--- src/rtl/gpio_mask_pkg.sv ---
package gpio_mask_pkg;

    // Kind of access currently being carried out by the sequencer.
    typedef enum logic [2:0] {
        ACC_IDLE    = 3'd0,
        ACC_DATA_WR = 3'd1,
        ACC_DIR_WR  = 3'd2,
        ACC_DATA_RD = 3'd3,
        ACC_DIR_RD  = 3'd4,
        ACC_VOID_RD = 3'd5
    } acc_state_e;

endpackage

--- src/rtl/gpio_pad_sync.sv ---
module gpio_pad_sync #(
    parameter int WIDTH  = 8,
    parameter int STAGES = 2
) (
    input  logic             clk,
    input  logic             rst_n,
    input  logic [WIDTH-1:0] async_in,
    output logic [WIDTH-1:0] sync_out
);

    logic [WIDTH-1:0] stage_q [STAGES];

    for (genvar s = 0; s < STAGES; s++) begin : g_stage
        if (s == 0) begin : g_first
            always_ff @(posedge clk or negedge rst_n) begin
                if (!rst_n) stage_q[0] <= '0;
                else        stage_q[0] <= async_in;
            end
        end else begin : g_rest
            always_ff @(posedge clk or negedge rst_n) begin
                if (!rst_n) stage_q[s] <= '0;
                else        stage_q[s] <= stage_q[s-1];
            end
        end
    end

    assign sync_out = stage_q[STAGES-1];

endmodule

--- src/rtl/gpio_acc_fsm.sv ---
module gpio_acc_fsm
    import gpio_mask_pkg::*;
#(
    parameter int WADDR_W = 10,
    parameter int PINS    = 8
) (
    input  logic               clk,
    input  logic               rst_n,
    input  logic [WADDR_W-1:0] bus_addr,
    input  logic [PINS-1:0]    bus_wdata,
    input  logic               bus_wr,
    input  logic               bus_rd,
    output acc_state_e         state_q,
    output logic [PINS-1:0]    acc_mask,
    output logic [PINS-1:0]    acc_wdata,
    output logic               data_we,
    output logic               dir_we
);

    // The data window occupies the words whose bits above the mask are zero;
    // the direction word sits right after it.
    localparam logic [WADDR_W-1:0] DIR_WORD = WADDR_W'(1) << PINS;

    logic       in_window;
    logic       is_dir;
    acc_state_e state_d;

    assign in_window = (bus_addr[WADDR_W-1:PINS] == '0);
    assign is_dir    = (bus_addr == DIR_WORD);

    // Next-state choice: a write wins over a read in the same cycle.
    always_comb begin
        state_d = ACC_IDLE;
        unique case ({bus_wr, bus_rd})
            2'b10, 2'b11: begin
                if (in_window)   state_d = ACC_DATA_WR;
                else if (is_dir) state_d = ACC_DIR_WR;
                else             state_d = ACC_IDLE;
            end
            2'b01: begin
                if (in_window)   state_d = ACC_DATA_RD;
                else if (is_dir) state_d = ACC_DIR_RD;
                else             state_d = ACC_VOID_RD;
            end
            default: state_d = ACC_IDLE;
        endcase
    end

    // State register and captured access fields.
    always_ff @(posedge clk or negedge rst_n) begin
        if (!rst_n) begin
            state_q   <= ACC_IDLE;
            acc_mask  <= '0;
            acc_wdata <= '0;
        end else begin
            state_q   <= state_d;
            acc_mask  <= in_window ? bus_addr[PINS-1:0] : '0;
            acc_wdata <= bus_wdata;
        end
    end

    // Output decode of the current state.
    always_comb begin
        data_we = 1'b0;
        dir_we  = 1'b0;
        unique case (state_q)
            ACC_DATA_WR: data_we = 1'b1;
            ACC_DIR_WR:  dir_we  = 1'b1;
            ACC_IDLE, ACC_DATA_RD, ACC_DIR_RD, ACC_VOID_RD: ;
            default: ;
        endcase
    end

endmodule

--- src/rtl/gpio_pin_regs.sv ---
module gpio_pin_regs #(
    parameter int PINS = 8
) (
    input  logic            clk,
    input  logic            rst_n,
    input  logic            data_we,
    input  logic            dir_we,
    input  logic [PINS-1:0] acc_mask,
    input  logic [PINS-1:0] acc_wdata,
    output logic [PINS-1:0] dir_q,
    output logic [PINS-1:0] data_q
);

    for (genvar n = 0; n < PINS; n++) begin : g_pin
        always_ff @(posedge clk or negedge rst_n) begin
            if (!rst_n)      dir_q[n] <= 1'b0;
            else if (dir_we) dir_q[n] <= acc_wdata[n];
        end

        // A masked-in bit lands only on a pin already driving.
        always_ff @(posedge clk or negedge rst_n) begin
            if (!rst_n)
                data_q[n] <= 1'b0;
            else if (data_we && acc_mask[n] && dir_q[n])
                data_q[n] <= acc_wdata[n];
        end
    end

endmodule

--- src/rtl/gpio_read_path.sv ---
module gpio_read_path
    import gpio_mask_pkg::*;
#(
    parameter int PINS = 8
) (
    input  logic            clk,
    input  logic            rst_n,
    input  acc_state_e      state_q,
    input  logic [PINS-1:0] acc_mask,
    input  logic [PINS-1:0] dir_q,
    input  logic [PINS-1:0] data_q,
    input  logic [PINS-1:0] pin_sync,
    output logic [PINS-1:0] rdata_q
);

    logic [PINS-1:0] level;

    for (genvar n = 0; n < PINS; n++) begin : g_level
        assign level[n] = dir_q[n] ? data_q[n] : pin_sync[n];
    end

    always_ff @(posedge clk or negedge rst_n) begin
        if (!rst_n) begin
            rdata_q <= '0;
        end else begin
            unique case (state_q)
                ACC_DATA_RD: rdata_q <= level & acc_mask;
                ACC_DIR_RD:  rdata_q <= dir_q;
                ACC_VOID_RD: rdata_q <= '0;
                ACC_IDLE, ACC_DATA_WR, ACC_DIR_WR: rdata_q <= rdata_q;
                default:     rdata_q <= rdata_q;
            endcase
        end
    end

endmodule

--- src/rtl/gpio_mask_port.sv ---
module gpio_mask_port
    import gpio_mask_pkg::*;
#(
    parameter int WADDR_W     = 10,
    parameter int PINS        = 8,
    parameter int SYNC_STAGES = 2
) (
    input  logic               clk,
    input  logic               rst_n,
    input  logic [WADDR_W-1:0] bus_addr,
    input  logic [PINS-1:0]    bus_wdata,
    input  logic               bus_wr,
    input  logic               bus_rd,
    input  logic [PINS-1:0]    pad_in,
    output logic [PINS-1:0]    bus_rdata,
    output logic [PINS-1:0]    pad_out,
    output logic [PINS-1:0]    pad_oe
);

    acc_state_e      state_q;
    logic [PINS-1:0] acc_mask;
    logic [PINS-1:0] acc_wdata;
    logic            data_we;
    logic            dir_we;
    logic [PINS-1:0] dir_q;
    logic [PINS-1:0] data_q;
    logic [PINS-1:0] pin_sync;

    gpio_pad_sync #(.WIDTH(PINS), .STAGES(SYNC_STAGES)) u_sync (
        .clk      (clk),
        .rst_n    (rst_n),
        .async_in (pad_in),
        .sync_out (pin_sync)
    );

    gpio_acc_fsm #(.WADDR_W(WADDR_W), .PINS(PINS)) u_fsm (
        .clk       (clk),
        .rst_n     (rst_n),
        .bus_addr  (bus_addr),
        .bus_wdata (bus_wdata),
        .bus_wr    (bus_wr),
        .bus_rd    (bus_rd),
        .state_q   (state_q),
        .acc_mask  (acc_mask),
        .acc_wdata (acc_wdata),
        .data_we   (data_we),
        .dir_we    (dir_we)
    );

    gpio_pin_regs #(.PINS(PINS)) u_regs (
        .clk       (clk),
        .rst_n     (rst_n),
        .data_we   (data_we),
        .dir_we    (dir_we),
        .acc_mask  (acc_mask),
        .acc_wdata (acc_wdata),
        .dir_q     (dir_q),
        .data_q    (data_q)
    );

    gpio_read_path #(.PINS(PINS)) u_read (
        .clk      (clk),
        .rst_n    (rst_n),
        .state_q  (state_q),
        .acc_mask (acc_mask),
        .dir_q    (dir_q),
        .data_q   (data_q),
        .pin_sync (pin_sync),
        .rdata_q  (bus_rdata)
    );

    assign pad_out = data_q;
    assign pad_oe  = dir_q;

endmodule

--- config.mk ---
export PLATFORM = sky130hd
export DESIGN_NAME = gpio_mask_port
export DESIGN_NICKNAME = d
export VERILOG_FILES = /design/src/rtl/gpio_mask_pkg.sv /design/src/rtl/gpio_pad_sync.sv /design/src/rtl/gpio_acc_fsm.sv /design/src/rtl/gpio_pin_regs.sv /design/src/rtl/gpio_read_path.sv /design/src/rtl/gpio_mask_port.sv
export SDC_FILE = /design/constraint.sdc
export NUM_CORES = 1
export LEC_CHECK = 0
export BUFFER_PORTS_ARGS = -buffer_cell sky130_fd_sc_hd__buf_2
export CORE_UTILIZATION = 30
export CTS_CLUSTER_DIAMETER = 60
export DETAILED_ROUTE_END_ITERATION = 7
export GPL_TIMING_DRIVEN = 1
export PLACE_DENSITY = 0.56
export SETUP_SLACK_MARGIN = 0.02
export SYNTH_ARGS = -nofsm -noshare
export SYNTH_HDL_FRONTEND = slang
export SYNTH_HIERARCHICAL = 1
export SYNTH_SLANG_ARGS = --single-unit
--- constraint.sdc ---
create_clock -name clk -period 3.31 [get_ports clk]
set_input_delay 0 -clock clk [delete_from_list [all_inputs] [get_ports clk]]
set_output_delay 0 -clock clk [all_outputs]
set_load 0.03 [all_outputs]
# Yosys cells after proc, flatten, opt, wreduce, memory -nomap -nowiden
# Index checks and enable logic that the tools add are counted.
[classes]
reduce_logical = 19
muxes = 17
n_eq_ne = 9
n_bitwise = 1
[ops]
columns = ["op", "n"]
rows = [
  ["$pmux W8 S3", 1],
  ["$logic_and A1 B1 Y1", 16],
  ["$mux W1", 11],
  ["$eq A10 B9 Y1 const B", 1],
  ["$and A8 B8 Y8", 1],
  ["$mux W8", 1],
  ["$eq A3 B2 Y1 const B", 2],
  ["$eq A3 B3 Y1 const B", 2],
  ["$mux W3", 2],
  ["$pmux W3 S2", 1],
  ["$eq A2 B2 Y1 const B", 2],
  ["$eq A3 B1 Y1 const B", 1],
  ["$reduce_bool A3 Y1", 1],
  ["$eq A2 B1 Y1 const B", 1],
  ["$logic_not A2 Y1", 1],
  ["$mux W2", 1],
  ["$reduce_or A2 Y1", 1],
]
[totals]
regBits = 59
output_inout_bits = 24
word_cells = 68

# Logic depth before layout (Yosys ltp)
[depth]
word_depth = 4
ltp_mapped = 5
mapped_depth_nobuf = 3

# By module
# Netlist, hierarchy kept.
[by_module_without_submodules]
columns = ["mod", "area_each_um2", "instances", "cells_per_inst", "seq_area_each_um2"]
rows = [
  ["gpio_pin_regs", 673.1, 1, 42, 400.4],
  ["gpio_acc_fsm", 601.8, 1, 39, 475.5],
  ["gpio_read_path", 521.8, 1, 46, 200.2],
  ["gpio_pad_sync", 460.4, 1, 24, 400.4],
]

# Worst setup path before layout
# OpenSTA, ideal clock, no wires.
[synth_path]
kind = "register -> register"
from = "register u_fsm.state_q[0]"
to = "register u_regs.data_q[0]"
arrival_time_ns = 1.232
required_time_ns = 3.185
slack_ns = 1.953
synth_period_minus_slack_ns = 1.357
n_path_buf = 1
path_stages_with_launch = 5
cell_sequence = "dfrtp_1 nor3b_1 buf_6 nand3_1 mux2_4"
[synth_via]
elab_chain_len = 4
[synth_rtl]
columns = ["element", "line_no", "text"]
rows = [
  ["from (decl)", "gpio_acc_fsm.sv:13", "output acc_state_e state_q,"],
  ["from (signal assigned)", "gpio_acc_fsm.sv:56", "state_q <= state_d;"],
  ["$eq A3 B1 Y1", "gpio_acc_fsm.sv:66", "unique case (state_q)"],
  ["$mux W1", "gpio_acc_fsm.sv:66", ""],
  ["named net data_we", "gpio_mask_port.sv:23", "logic data_we;"],
  ["$logic_and A1 B1 Y1 (2 in series)", "gpio_pin_regs.sv:24", "else if (data_we && acc_mask[n] && dir_q[n])"],
  ["to (signal, indexed assignment)", "gpio_pin_regs.sv:25", "data_q[n] <= acc_wdata[n];"],
  ["to (decl)", "gpio_pin_regs.sv:11", "output logic [PINS-1:0] data_q"],
]
# The timed path passes the listed nets, and every way through them passes these cells.
# A chain may end at the register's enable or synchronous reset.

# Worst setup path after layout
[layout_path]
from = "register u_fsm.state_q[1]"
to = "register u_regs.data_q[3]"
# Same word-level chain as after synthesis.

==> results.txt <==
The run finished with clean final reports. The die is 88.7 um tall. Dividing total power by cell area gives a power density of 620 mW/mm2.

STA classifies the critical path startpoint as a flip-flop. For the area of the core region, the log shows 0.00725 mm2. The cell area that synthesis handed to floorplanning was 0.00226 mm2. Cell accounting for the most synthesized area: dfrtp_1. Yosys attributes the largest share of cell area to dfrtp_1 (65%), mux2_2 (8.5%), mux2_4 (4.7%). For the final database, setup skew stands at 0.00436 ns.

The number of setup buffers added after CTS is 0. The worst path needs 1.93 ns of the cycle, external delays included. Counting along the longest clock path gives a buffer depth of 2. The number of gates resized after CTS was 0. Synthesis produced a netlist whose cell count is 151. The number of I/O port buffers came out at 53. The relative max-transition margin came out at 0.414. At the worst endpoint, the required time is 3.52 ns. Entering global routing, the biggest net connects 42 pins. The final-layout worst hold slack was 0.0311 ns; the post-synth net total was 181. Average detailed-routed wire length per instance: 13.5 um. The tightest min-delay check is of the primary input to flip-flop type. The via density per instance was 4.37.

The net count of the finished layout is 260. Final worst-path cycle share: 0.584. Max-cap violations in this run came to 0. Setup violations remaining at the end of the flow were counted as 0. For the overall track demand over capacity in global routing, the log shows 0.127.

Commonest register cell after synthesis: dfrtp_1. Averaged over all synthesized cells, the footprint is 14.9 um2. The worst register-to-register path begins at u_fsm/state_q[1]$_DFF_PN0_.

The total negative slack is 0 ns, and the overall die width is 88.7 um. The number of global-route vias before repair is 1386, and the biggest fanout along the worst timing path is 13. The final weighted congestion of routability-driven global placement was 0.706; the sum of internal, switching and leakage power was 1.84 mW. For this run, the number of Yosys warnings is 6. The startpoint identified for the worst hold timing path is bus_addr[9]. The first global-routing pass estimated 7080 um of wire.

The fraction of synthesized cell area taken by the top area cell type is 0.654, and the final count of hold timing violations is 0. For the initial cell density of the core, the log shows 0.311. By count the netlist is led by dfrtp_1 (59), mux2_2 (17).

The first TritonRoute pass finished after 4 iterations. The maximum level of the CTS H-tree was 3; the antenna violation net count after detailed routing was 0. The run gives 25 as the distinct cell type count of the synthesized netlist. The number of antenna violations at the first check in global routing was 0. Peak supply drop: 0.000155 V. The final cell count without fillers was 331.

For this design the top-level I/O count stands at 54. The number of storage elements in the synthesis netlist works out to 59. The post-detailed-route DRC marker count is 0, and the share of flip-flops with an asynchronous set or reset after synthesis is 1.00. For this design the static power due to leakage is 1.40 nW.

The run gives 3110 um as the post-DP HPWL. Counting the buffers created by CTS gives 9. For this run, the top clock speed supported by timing is 0.518 GHz. The number of antenna diodes in the final layout is 0. The root buffer cell chosen for the clock tree is clkbuf_8. TritonCTS built the clock tree.

The area growth from synthesis to layout is 31.6%. The startpoint of the worst setup timing path was u_fsm/state_q[1]$_DFF_PN0_. The clock transition at the registers of the reported paths was 0.06 ns; the pin slew with the least headroom to its limit was 0.879 ns. The clock latency reported for the late side of the worst-skew pair is 0.32 ns.

The synthesized design contains 0 enable-type register cells. The share of cells above drive strength 1 was 0.409; the floorplan die area was 0.00787 mm2. The final count of pins violating max slew came out at 0.

The final route contains 1448 vias. The run gives 61 as the number of DRC markers in iteration 0. The run gives 4450 um as the final routed wirelength across all metal layers. For the end-of-flow core utilization, the log shows 0.410.

The number of placed instances with taps included was 292; the arrival time reported for the critical path endpoint was 2.14 ns. The run gives 0.654 as the sequential fraction of the synthesis area. Setup repair after global routing left no endpoint under its margin.

The clock drives 59 sinks. STA classifies the critical path endpoint as a flip-flop. For the global-route congestion overflow total, the log shows 0. The critical path is of the flip-flop to flip-flop type. Row generation in the floorplan step produced 31 rows.

In the post-synthesis netlist, the cell with the most instances is dfrtp_1.
## layout by cell type (no fill, tap or decap), drive strengths merged, types with 2 or more instances in the layout
cell / n
nand3: 8
dfrtp: 59
clkbuf: 13
mux2: 24
nor2: 2
nor4: 2
nor3b: 2
buf: 56
dlygate4sd3: 26
nor2b: 2
o21ai: 8
and2: 8
a32oi: 8
a22oi: 8
## power breakdown
part	internal (mW)	switching [mW]
Combinational	0.180	0.246
Sequential	0.816	0.0933
Clock	0.280	0.228
## final cells by class
type | count | area (um2)
Clock buffer | 13 | 149
Fill cell | 715 | 4280
Multi-Input combinational cell | 78 | 673
Tap cell | 99 | 124
Timing Repair Buffer | 82 | 548
Sequential cell | 59 | 1480
## per-stage QoR
stage          setup slack [ns]  area, um2
4_1_cts                    1.36       2970
3_5_place_dp               1.35       2560
5_1_grt                    1.22       2970
6_report                   1.38       2970
2_1_floorplan              1.95       2260
3_3_place_gp               1.35       2560
## flip-flops by register name, summed over array words and instances, names as in the netlist
| register | count |
|---|---|
| u_regs/data_q | 8 |
| u_sync/stage_q | 8 |
| u_fsm/acc_mask | 8 |
| u_sync/sync_out | 8 |
| u_fsm/state_q | 3 |
| u_read/rdata_q | 8 |
| u_regs/dir_q | 8 |
| u_fsm/acc_wdata | 8 |
## timing repair
action,4_1_cts,5_1_grt
setup endpoints to repair,0,0
hold buffers,26,0
endpoints found under the hold margin,67,0
## critical path, stage by stage, from the launching register on
cell     delay [ns]
dfrtp_1        0.54
nor3b_1        0.63
buf_4          0.26
nand3_1        0.09
mux2_4         0.30
## final timing paths
check,to,slack [ns],depth (start not counted)
worst max-delay path,u_regs/data_q[3]$_DFFE_PN0P_,1.38,4
worst min-delay path,u_fsm/state_q[2]$_DFF_PN0_,0.03,3
worst max register to register,u_regs/data_q[3]$_DFFE_PN0P_,1.38,4
worst min register to register,u_sync/sync_out[6]$_DFF_PN0_,0.35,0
max in group asynchronous,u_fsm/state_q[1]$_DFF_PN0_,2.19,3
min in group asynchronous,u_sync/stage_q[9]$_DFF_PN0_,0.34,2
## cell families (layout without fill, tap and decap cells)
| group | Yosys count | count (layout) | share of synthesized area |
|---|---|---|---|
| xor gates and xnor gates | 1 | 1 | 0.00721 |
| muxes | 24 | 24 | 0.131 |
| DFF | 59 | 59 | 0.654 |
| AOI/OAI and AO/OA | 26 | 26 | 0.0815 |
| and+or+nand+nor | 27 | 27 | 0.0782 |
| buffers and inverters | 14 | 95 | 0.0477 |
## metal layers
| metal | track usage | vias up | wire [um] |
|---|---|---|---|
| met4 | 0.0748 | 0 | 110 |
| li1 | - | 696 | - |
| met5 | 0 | - | 0 |
| met2 | 0.176 | 43 | 1970 |
| met3 | 0.0420 | 10 | 235 |
| met1 | 0.171 | 699 | 2140 |
Power figures use the tool's default switching activity.
